===== config.mk =====
export PLATFORM = sky130hd
export DESIGN_NAME = pmic_regbank
export DESIGN_NICKNAME = d
export VERILOG_FILES = /design/src/rtl/pmic_pkg.sv /design/src/rtl/pmic_irq.sv /design/src/rtl/pmic_adc.sv /design/src/rtl/pmic_ctrl.sv /design/src/rtl/pmic_regbank.sv
export SDC_FILE = /design/constraint.sdc
export NUM_CORES = 1
export LEC_CHECK = 0
export ABC_CLOCK_PERIOD_IN_PS = 2900
export CAP_MARGIN = 40
export CORE_ASPECT_RATIO = 2
export CORE_MARGIN = 4
export CORE_UTILIZATION = 38
export DETAILED_ROUTE_END_ITERATION = 6
export HOLD_SLACK_MARGIN = 0.1
export PLACE_DENSITY = 0.66
export RECOVER_POWER = 100
export SLEW_MARGIN = 25
export SYNTH_ARGS = -nofsm -noshare
export SYNTH_HDL_FRONTEND = slang
export SYNTH_SLANG_ARGS = --single-unit
export TNS_END_PERCENT = 5

===== constraint.sdc =====
create_clock -name clk -period 2.9 [get_ports clk]
set_input_delay 0.29 -clock clk [delete_from_list [all_inputs] [get_ports clk]]
set_output_delay 0.29 -clock clk [all_outputs]
set_load 0.05 [all_outputs]

===== src/rtl/pmic_pkg.sv =====
// Package: shared address map, bit positions and reset constants of the
// power-management register bank. Assumes a 16-bit data word.
package pmic_pkg;
    localparam int DATA_W   = 16;
    localparam int ADDR_W   = 5;
    localparam int NCH_DEF  = 16;
    localparam int RES_DEF  = 10;

    localparam logic [ADDR_W-1:0] AD_IDENT   = 5'h00;
    localparam logic [ADDR_W-1:0] AD_PEND    = 5'h01;
    localparam logic [ADDR_W-1:0] AD_MASK    = 5'h02;
    localparam logic [ADDR_W-1:0] AD_CALIB   = 5'h06;
    localparam logic [ADDR_W-1:0] AD_CONV    = 5'h08;
    localparam logic [ADDR_W-1:0] AD_SAMPLE  = 5'h09;
    localparam logic [ADDR_W-1:0] AD_CTRL_A  = 5'h0D;
    localparam logic [ADDR_W-1:0] AD_CTRL_B  = 5'h0E;
    localparam logic [ADDR_W-1:0] AD_STATE   = 5'h16;
    localparam logic [ADDR_W-1:0] AD_WDOG    = 5'h17;

    localparam logic [DATA_W-1:0] IDENT_BASE = 16'h0215;
    localparam int IDENT_VAR_BIT = 7;
    localparam int PEND_KEY_BIT  = 0;
    localparam int PEND_CONV_BIT = 8;
    localparam int STATE_KEY_BIT = 5;
    localparam int WDOG_ARM_BIT  = 1;
    localparam int CONV_CH_LSB   = 10;

    // Returns 1 for every address that decodes inside the map.
    function automatic logic addr_in_map(input logic [ADDR_W-1:0] a);
        return !((a == 5'h07) || ((a >= 5'h12) && (a <= 5'h15)));
    endfunction

    // Default per-channel results packed channel 0 in the low bits.
    function automatic logic [NCH_DEF*RES_DEF-1:0] default_results();
        logic [NCH_DEF*RES_DEF-1:0] r;
        r = '0;
        r[1*RES_DEF  +: RES_DEF] = 10'h3C2;
        r[2*RES_DEF  +: RES_DEF] = 10'h0FC;
        r[3*RES_DEF  +: RES_DEF] = 10'h165;
        r[4*RES_DEF  +: RES_DEF] = 10'h07B;
        r[5*RES_DEF  +: RES_DEF] = 10'h3FF;
        r[6*RES_DEF  +: RES_DEF] = 10'h011;
        r[7*RES_DEF  +: RES_DEF] = 10'h011;
        r[8*RES_DEF  +: RES_DEF] = 10'h250;
        r[10*RES_DEF +: RES_DEF] = 10'h002;
        r[11*RES_DEF +: RES_DEF] = 10'h011;
        r[12*RES_DEF +: RES_DEF] = 10'h3D0;
        r[13*RES_DEF +: RES_DEF] = 10'h330;
        return r;
    endfunction
endpackage


===== src/rtl/pmic_irq.sv =====
// Interrupt pending/mask pair. Pending is toggled by host writes and then
// OR-ed with event bits; the level output is decoded from the two
// registered words. Assumes one write strobe per word per cycle.
module pmic_irq #(
    parameter int DW = 16
) (
    input  logic          clk,
    input  logic          rst_n,
    input  logic          wr_pend,
    input  logic          wr_mask,
    input  logic [DW-1:0] wdata,
    input  logic [DW-1:0] set_bits,
    output logic [DW-1:0] pend,
    output logic [DW-1:0] mask,
    output logic          irq
);
    logic [DW-1:0] pend_toggled;

    // Host toggle first, events merged after it.
    always_comb pend_toggled = wr_pend ? (pend ^ wdata) : pend;

    // Pending and mask state.
    always_ff @(posedge clk) begin
        if (!rst_n) begin
            pend <= '0;
            mask <= '1;
        end else begin
            pend <= pend_toggled | set_bits;
            if (wr_mask) mask <= wdata;
        end
    end

    // Level interrupt from the unmasked pending bits.
    always_comb irq = |(pend & ~mask);
endmodule


===== src/rtl/pmic_adc.sv =====
// ADC channel selector, constant per-channel result table and
// sample-control word. A completion strobe marks the channel selected
// before its edge. Assumes $clog2(NUM_CH) bits fit at CH_LSB in DW.
module pmic_adc #(
    parameter int DW      = 16,
    parameter int NUM_CH  = 16,
    parameter int RES_W   = 10,
    parameter int CH_LSB  = 10,
    parameter logic [NUM_CH-1:0] CH_MASK = 16'h3DFE,
    parameter logic [NUM_CH*RES_W-1:0] RESULTS = pmic_pkg::default_results()
) (
    input  logic              clk,
    input  logic              rst_n,
    input  logic              wr_chan,
    input  logic              wr_sample,
    input  logic [DW-1:0]     wdata,
    input  logic              adc_done,
    output logic [DW-1:0]     conv_word,
    output logic [NUM_CH-1:0] sample
);
    localparam int CH_W = $clog2(NUM_CH);

    logic [CH_W-1:0]  chan;
    logic [RES_W-1:0] res_tab [NUM_CH];
    logic [NUM_CH-1:0] sample_cleared;

    // Result table: fitted channels take their parameter value.
    for (genvar c = 0; c < NUM_CH; c++) begin : g_res
        if (CH_MASK[c]) begin : g_fit
            assign res_tab[c] = RESULTS[c*RES_W +: RES_W];
        end else begin : g_empty
            assign res_tab[c] = '0;
        end
    end

    // Host clear of sample bits before the completion mark.
    always_comb sample_cleared = wr_sample ? (sample & ~wdata[NUM_CH-1:0]) : sample;

    // Channel select and sample-control state.
    always_ff @(posedge clk) begin
        if (!rst_n) begin
            chan   <= '0;
            sample <= '0;
        end else begin
            if (wr_chan) chan <= wdata[CH_LSB +: CH_W];
            sample <= sample_cleared | (adc_done ? (NUM_CH'(1) << chan) : '0);
        end
    end

    // Read word: channel number above the result.
    always_comb begin
        conv_word = '0;
        conv_word[CH_LSB +: CH_W] = chan;
        conv_word[RES_W-1:0]      = res_tab[chan];
    end
endmodule


===== src/rtl/pmic_ctrl.sv =====
// Calibration, two control words, key status and watchdog shutdown.
// The shutdown pulse is registered and lasts one cycle per qualifying write.
module pmic_ctrl #(
    parameter int DW = 16,
    parameter logic [DW-1:0] CAL_RST   = 16'h0001,
    parameter logic [DW-1:0] STATE_RST = 16'h0020,
    parameter int KEY_BIT = 5,
    parameter int ARM_BIT = 1
) (
    input  logic          clk,
    input  logic          rst_n,
    input  logic          wr_cal,
    input  logic          wr_ctl_a,
    input  logic          wr_ctl_b,
    input  logic          wr_wdog,
    input  logic [DW-1:0] wdata,
    input  logic          key_evt,
    input  logic          key_down,
    output logic [DW-1:0] cal,
    output logic [DW-1:0] ctl_a,
    output logic [DW-1:0] ctl_b,
    output logic [DW-1:0] state,
    output logic          shutdown_req
);
    // Plain read/write words.
    always_ff @(posedge clk) begin
        if (!rst_n) begin
            cal   <= CAL_RST;
            ctl_a <= '0;
            ctl_b <= '0;
        end else begin
            if (wr_cal)   cal   <= wdata;
            if (wr_ctl_a) ctl_a <= wdata;
            if (wr_ctl_b) ctl_b <= wdata;
        end
    end

    // Key status bit follows the latest key event (0 while pressed).
    always_ff @(posedge clk) begin
        if (!rst_n)       state <= STATE_RST;
        else if (key_evt) state[KEY_BIT] <= !key_down;
    end

    // Shutdown pulse on a zero write while the arm bit is set.
    always_ff @(posedge clk) begin
        if (!rst_n) shutdown_req <= 1'b0;
        else        shutdown_req <= wr_wdog && (wdata == '0) && ctl_a[ARM_BIT];
    end
endmodule


===== src/rtl/pmic_regbank.sv =====
// Top of the register bank: decodes the 5-bit address, steers write
// strobes to the sub-blocks, registers the read word and flags accesses
// outside the map. Assumes rd_en and wr_en are single-cycle strobes.
module pmic_regbank
    import pmic_pkg::*;
#(
    parameter int NUM_CH = NCH_DEF,
    parameter int RES_W  = RES_DEF
) (
    input  logic              clk,
    input  logic              rst_n,
    input  logic              variant_sel,
    input  logic              wr_en,
    input  logic              rd_en,
    input  logic [ADDR_W-1:0] addr,
    input  logic [DATA_W-1:0] wdata,
    output logic [DATA_W-1:0] rdata,
    output logic              addr_err,
    input  logic              key_evt,
    input  logic              key_down,
    input  logic              adc_done,
    output logic              irq,
    output logic              shutdown_req
);
    logic in_map;
    logic [DATA_W-1:0] pend, mask, conv_word, cal, ctl_a, ctl_b, state;
    logic [NUM_CH-1:0] sample;
    logic [DATA_W-1:0] set_bits, rd_word;

    always_comb in_map = addr_in_map(addr);

    // Event bits for the pending word.
    always_comb begin
        set_bits = '0;
        set_bits[PEND_KEY_BIT]  = key_evt;
        set_bits[PEND_CONV_BIT] = adc_done || (wr_en && addr == AD_CONV);
    end

    pmic_irq #(.DW(DATA_W)) u_irq (
        .clk(clk), .rst_n(rst_n),
        .wr_pend(wr_en && addr == AD_PEND),
        .wr_mask(wr_en && addr == AD_MASK),
        .wdata(wdata), .set_bits(set_bits),
        .pend(pend), .mask(mask), .irq(irq)
    );

    pmic_adc #(.DW(DATA_W), .NUM_CH(NUM_CH), .RES_W(RES_W), .CH_LSB(CONV_CH_LSB)) u_adc (
        .clk(clk), .rst_n(rst_n),
        .wr_chan(wr_en && addr == AD_CONV),
        .wr_sample(wr_en && addr == AD_SAMPLE),
        .wdata(wdata), .adc_done(adc_done),
        .conv_word(conv_word), .sample(sample)
    );

    pmic_ctrl #(.DW(DATA_W), .KEY_BIT(STATE_KEY_BIT), .ARM_BIT(WDOG_ARM_BIT)) u_ctrl (
        .clk(clk), .rst_n(rst_n),
        .wr_cal(wr_en && addr == AD_CALIB),
        .wr_ctl_a(wr_en && addr == AD_CTRL_A),
        .wr_ctl_b(wr_en && addr == AD_CTRL_B),
        .wr_wdog(wr_en && addr == AD_WDOG),
        .wdata(wdata), .key_evt(key_evt), .key_down(key_down),
        .cal(cal), .ctl_a(ctl_a), .ctl_b(ctl_b), .state(state),
        .shutdown_req(shutdown_req)
    );

    // Read multiplexer; unlisted and out-of-map addresses give zero.
    always_comb begin
        rd_word = '0;
        case (addr)
            AD_IDENT:  begin
                rd_word = IDENT_BASE;
                rd_word[IDENT_VAR_BIT] = variant_sel;
            end
            AD_PEND:   rd_word = pend;
            AD_MASK:   rd_word = mask;
            AD_CALIB:  rd_word = cal;
            AD_CONV:   rd_word = conv_word;
            AD_SAMPLE: rd_word = DATA_W'(sample);
            AD_CTRL_A: rd_word = ctl_a;
            AD_CTRL_B: rd_word = ctl_b;
            AD_STATE:  rd_word = state;
            default:   rd_word = '0;
        endcase
    end

    // Registered read word and out-of-map error pulse.
    always_ff @(posedge clk) begin
        if (!rst_n) begin
            rdata    <= '0;
            addr_err <= 1'b0;
        end else begin
            if (rd_en) rdata <= rd_word;
            addr_err <= (rd_en || wr_en) && !in_map;
        end
    end
endmodule


### Word-level counts from Yosys, hierarchy flattened

Memory sizes are Yosys's and may differ from the RTL's.
Index checks and enable logic that the tools add are counted.
Widths: inputs -> output; s select.

| word-level totals | value |
|---|---|
| memories kept | 1 |
| bits in read-only memories | 160 |
| register bits after elaboration | 119 |

Memories:

| memory | depth | bits a word | read ports | clocked after Yosys merged registers in | wr ports | RTL line | source |
|---|---|---|---|---|---|---|---|
| (no name shown) | 16 | 10 | 1 | 0 | 0 | pmic_adc.sv:54 | `conv_word[RES_W-1:0] = res_tab[chan];` |

| cells by class | value |
|---|---|
| equal/unequal tests | 10 |
| bitwise operators | 8 |
| reduce and logical (&&, ||, !) cells | 19 |
| $lt $le $gt $ge | 3 |
| muxes and demuxes | 6 |
| shifts and indexed selects | 1 |

Operator list:

| cell | number |
|---|---|
| $pmux 16 s9 | 1 |
| $mux 16 | 3 |
| $and 16x16->16 | 2 |
| $not 16->16 | 2 |
| $eq 5x4->1 const B | 4 |
| $mux 10 | 2 |
| $logic_not 16->1 | 1 |
| $or 16x16->16 | 1 |
| $or 16x9->16 | 1 |
| $reduce_or 16->1 | 1 |
| $shl 1x4->16 const A | 1 |
| $xor 16x16->16 | 1 |
| $logic_and 1x1->1 | 12 |
| $eq 5x3->1 const B | 2 |
| $eq 5x5->1 const B | 2 |
| $ge 5x5->1 const B | 2 |
| $eq 5x1->1 const B | 1 |
| $eq 5x2->1 const B | 1 |
| $le 5x5->1 const B | 1 |
| $logic_not 5->1 | 1 |
| $not 4->5 | 1 |
| $logic_or 1x1->1 | 3 |
| $logic_not 1->1 | 1 |

### Longest topological paths before layout

| logic depth | value |
|---|---|
| depth after elaboration | 5 |
| gate-level depth with buffers | 8 |

### Cells and area by module

Synthesis repeated with hierarchy kept, for this count alone.

| unflattened totals | value |
|---|---|
| cells, all modules | 655 |
| area, all modules | 6467.5 sq um |

Modules (own cells, without submodules):

| module | instances | area an instance (sq um) | seq. area each (sq um) | cells each |
|---|---|---|---|---|
| pmic_ctrl | 1 | 2069.5 | 1001.0 | 183 |
| pmic_regbank | 1 | 1801.7 | 340.3 | 205 |
| pmic_irq | 1 | 1353.8 | 640.6 | 140 |
| pmic_adc | 1 | 1242.4 | 400.4 | 127 |

### Least setup slack after synthesis

No wires, ideal clock.

| path | value |
|---|---|
| kind | input -> register |
| start | input addr[4] |
| end | register u_adc.sample[12] |
| path slack | 1.199 ns |
| arrival time | 1.574 ns |
| stages on the path | 8 |
| path through | buf_6 > or3_1 > buf_6 > nor3_4 > buf_6 > nand2_1 > a32oi_1 > nor2_1 |

| between the ends | value |
|---|---|
| cells in the longest elaborated chain, start to end | 4 |

Ends and longest elaborated chain:

| what | RTL line | source |
|---|---|---|
| start, declared | pmic_regbank.sv:15 | `input logic [ADDR_W-1:0] addr,` |
| $eq 5x4->1 | pmic_regbank.sv:50 | `.wr_sample(wr_en && addr == AD_SAMPLE),` |
| $logic_and 1x1->1 | pmic_regbank.sv:50 |  |
| $mux 16 | pmic_adc.sv:37 | `always_comb sample_cleared = wr_sample ? (sample & ~wdata[NUM_CH-1:0]) : sample;` |
| $or 16x16->16 | pmic_adc.sv:46 | `sample <= sample_cleared \| (adc_done ? (NUM_CH'(1) << chan) : '0);` |
| end signal, assigned | pmic_adc.sv:46 |  |
| end, declared | pmic_adc.sv:19 | `output logic [NUM_CH-1:0] sample` |

No other way between the ends.
A chain may end at the register's enable or synchronous reset.

### Final worst setup path

| path | value |
|---|---|
| start | register u_irq.mask[15] |
| end | output irq |

| between the ends | value |
|---|---|
| cells in the longest elaborated chain, start to end | 3 |

Ends and longest elaborated chain:

| what | RTL line | source |
|---|---|---|
| start, declared | pmic_irq.sv:14 | `output logic [DW-1:0] mask,` |
| start signal, assigned | pmic_irq.sv:29 | `if (wr_mask) mask <= wdata;` |
| $not 16->16 | pmic_irq.sv:34 | `always_comb irq = \|(pend & ~mask);` |
| $and 16x16->16 | pmic_irq.sv:34 |  |
| $reduce_or 16->1 | pmic_irq.sv:34 |  |
| end, declared | pmic_regbank.sv:22 | `output logic irq,` |

No other way between the ends.

==> flow_summary.ini <==
[cells_and_area]
final_area_mm2 = 0.006939
nets = 806
syn2layout_area_growth_pct = 23.96
drive_gt1_share_pct = 8.940
diodes = 0

[sta]
finalSetupViolCount = 0
finClkSkew_ps = 5.398
whs_ps = 453.1
finalMaxSlewViolations = 32
rsz0062_at_grt = false
setup-tns-final_ps = 0
slew_headroom_pct = -7.845
min_period_over_period_pct = 91.90
finalHoldViolations = 0
max_freq_ghz = 0.3752
tightest_slew_ps = 1618
period_needed_ps = 2665

[route]
drt_iter0_drc = 572
wl_um = 20910
ant_nets = 0
wl_per_cell_um = 21.45
vias = 5651
via_per_inst = 5.796
dr.pass1.iters = 5
post-route-drc-count = 0

[clock_network]
clk_pin_slew_worst_paths_ps = 60
clock_latency_ps = 420
ctsHoldBuffers = 0
cts_sinks = 119
ctsResizeCount = 0
cts-buffers-inserted = 17
clockBufferDepth = 2
cts_setup_buffers = 0
cts_root_buf = clkbuf_16
htree_levels = 4
cts_tree = yes

[floorplan]
dieHeight_um = 179.6
fp.coreArea_mm2 = 0.01443
rows = 62
pin_count = 48
die_area_mm2 = 0.01686
die_w_um = 93.83
start_util_pct = 38.80

[global_routing]
grt_pass1_wl_um = 31480
antenna_found_initial = 0
grt_pass1_vias = 5473
gr-total-overflow = 0
grt_max_degree = 83
grtUsageTotal_pct = 25.11

[yosys]
synth_warnings = 0
syn_nets = 750
avgSynthCellArea_um2 = 7.829
yosys.area.top_type = dfxtp_1
synth_edf_count = 0
netlist.area_leader.share_pct = 42.56
async_reset_ff_share_pct = 0
netlist_instances = 715
synthMostInstantiatedCell = nand2_1
yosys-top-cells-count = nand2_1, dfxtp_1, a21oi_1
yosysSeqAreaShare_pct = 42.56
netlist_area_mm2 = 0.005598
yosys-top-cells-area = dfxtp_1, nand2_1, a21oi_1
ys.flop_type = dfxtp_1
ys_seq_elements = 119
ys_types = 57

[place]
gp_congestion = 0.9509
portBuffers = 47
hpwl_um = 15260
post_dp_cell_area_mm2 = 0.006346

[setup_path]
timing.critical_path.fanout_max = 3
cp-end-kind = output pin
start_kind = flop
arrival_ps = 2380
crit_type = flop to output pin
required_ps = 2610

[job]
drv_cap = 1

[power]
power.internal_uw = 3199
clkPwrFrac_pct = 53.6
p_total_uw = 4164
comb_power_share_pct = 6.4
switchingPower_uw = 965.1
vdd_drop_max_mv = 0.3858
p_sw_share_pct = 23.18
pwr_density_cell_mw_per_mm2 = 600.1
p_leak_uw = 0.002543
seqPwrFrac_pct = 40.0

[run_status]
violations = max-capacitance violations, max-slew violations
status = complete, but fails checks

[worst_hold_path]
hp-class = flop to flop
metal layers:
metal  routed length, um  global-route usage (%)
met3                1103                   4.435
met5                   0                       0
met1                7738                   27.41
met4                1569                   18.00
met2               10500                   42.50
worst max-delay path, cell delays in order, from the launching register on:
cell	delay [ps]
dfxtp_1	450
o22ai_1	120
a221oi_1	400
nand4_1	180
dlygate4sd3_1	800
logic make-up after synthesis:
family,Yosys count,share of synthesized area [%]
AND/OR/NAND/NOR,304,24.27
AO/OA/AOI/OAI,187,22.06
flip-flops,119,42.56
buffers and inverters,79,6.571
XOR/XNOR,17,2.660
adder cells (fa/ha/maj),7,1.520
multiplexers,2,0.3576
layout by cell type (no fill, tap or decap), types with 5 or more instances in the layout:
cell type	instances
a21oi_1	69
a221oi_1	9
a222oi_1	5
a22o_1	11
a22oi_1	23
a31oi_1	11
a32oi_1	11
buf_4	28
clkbuf_1	13
clkbuf_16	17
clkdlybuf4s50_1	25
dfxtp_1	119
dlygate4sd3_1	22
ha_1	6
inv_1	25
nand2_1	184
nand3_1	25
nor2_1	44
nor2b_1	13
o211ai_1	12
o21ai_0	18
o22ai_1	5
xnor2_1	10
xor2_1	7
layout make-up:
class	instances	area (um2)
multi-input cells	517	2836
well taps	192	240.2
flip-flops and latches	119	2382
clock buffers	19	442.9
clock inverters	12	176.4
inverters	26	97.59
repair buffers	90	763.2
fillers	1499	7490
path summary, 6_finish.rpt:
path	start	to	slack [ps]	depth (start not counted)
setup / recovery	u_irq.mask[15]	irq	230	4
hold / removal	u_ctrl.ctl_b[14]	u_ctrl.ctl_b[14]	450	2
setup reg to reg	u_adc.chan[0]	rdata[3]	820	7
hold reg to reg	u_ctrl.ctl_b[14]	u_ctrl.ctl_b[14]	450	2
stage by stage:
stage / std cells / utilization [%] / worst slack [ps]
3_3_place_gp: 942 / 43.98 / 81.57
6_report: 975 / 48.09 / 234.8
5_1_grt: 975 / 48.09 / 150.3
4_1_cts: 973 / 48.27 / 333.0
3_5_place_dp: 942 / 43.98 / 27.21
2_1_floorplan: 715 / - / 1199
flip-flops by register name, summed over array words and instances (netlist names):
signal and cells:
u_ctrl.ctl_a 16, u_ctrl.cal 16, u_adc.sample 16, u_ctrl.shutdown_req 1, u_irq.pend 16, u_ctrl.state 1
rdata 16, addr_err 1, u_irq.mask 16, u_adc.chan 4, u_ctrl.ctl_b 16
power groups by stage:
| stage | Sequential, uW | Clock (uW) | Combinational, uW |
|---|---|---|---|
| floorplan | 1700 | 0 | 126 |
| global placement | 1700 | 0 | 263 |
| detailed placement | 1700 | 0 | 264 |
| CTS | 1660 | 2250 | 264 |
| global route | 1660 | 2340 | 282 |
| finish | 1660 | 2230 | 267 |
(Power assumes the default switching activity.)
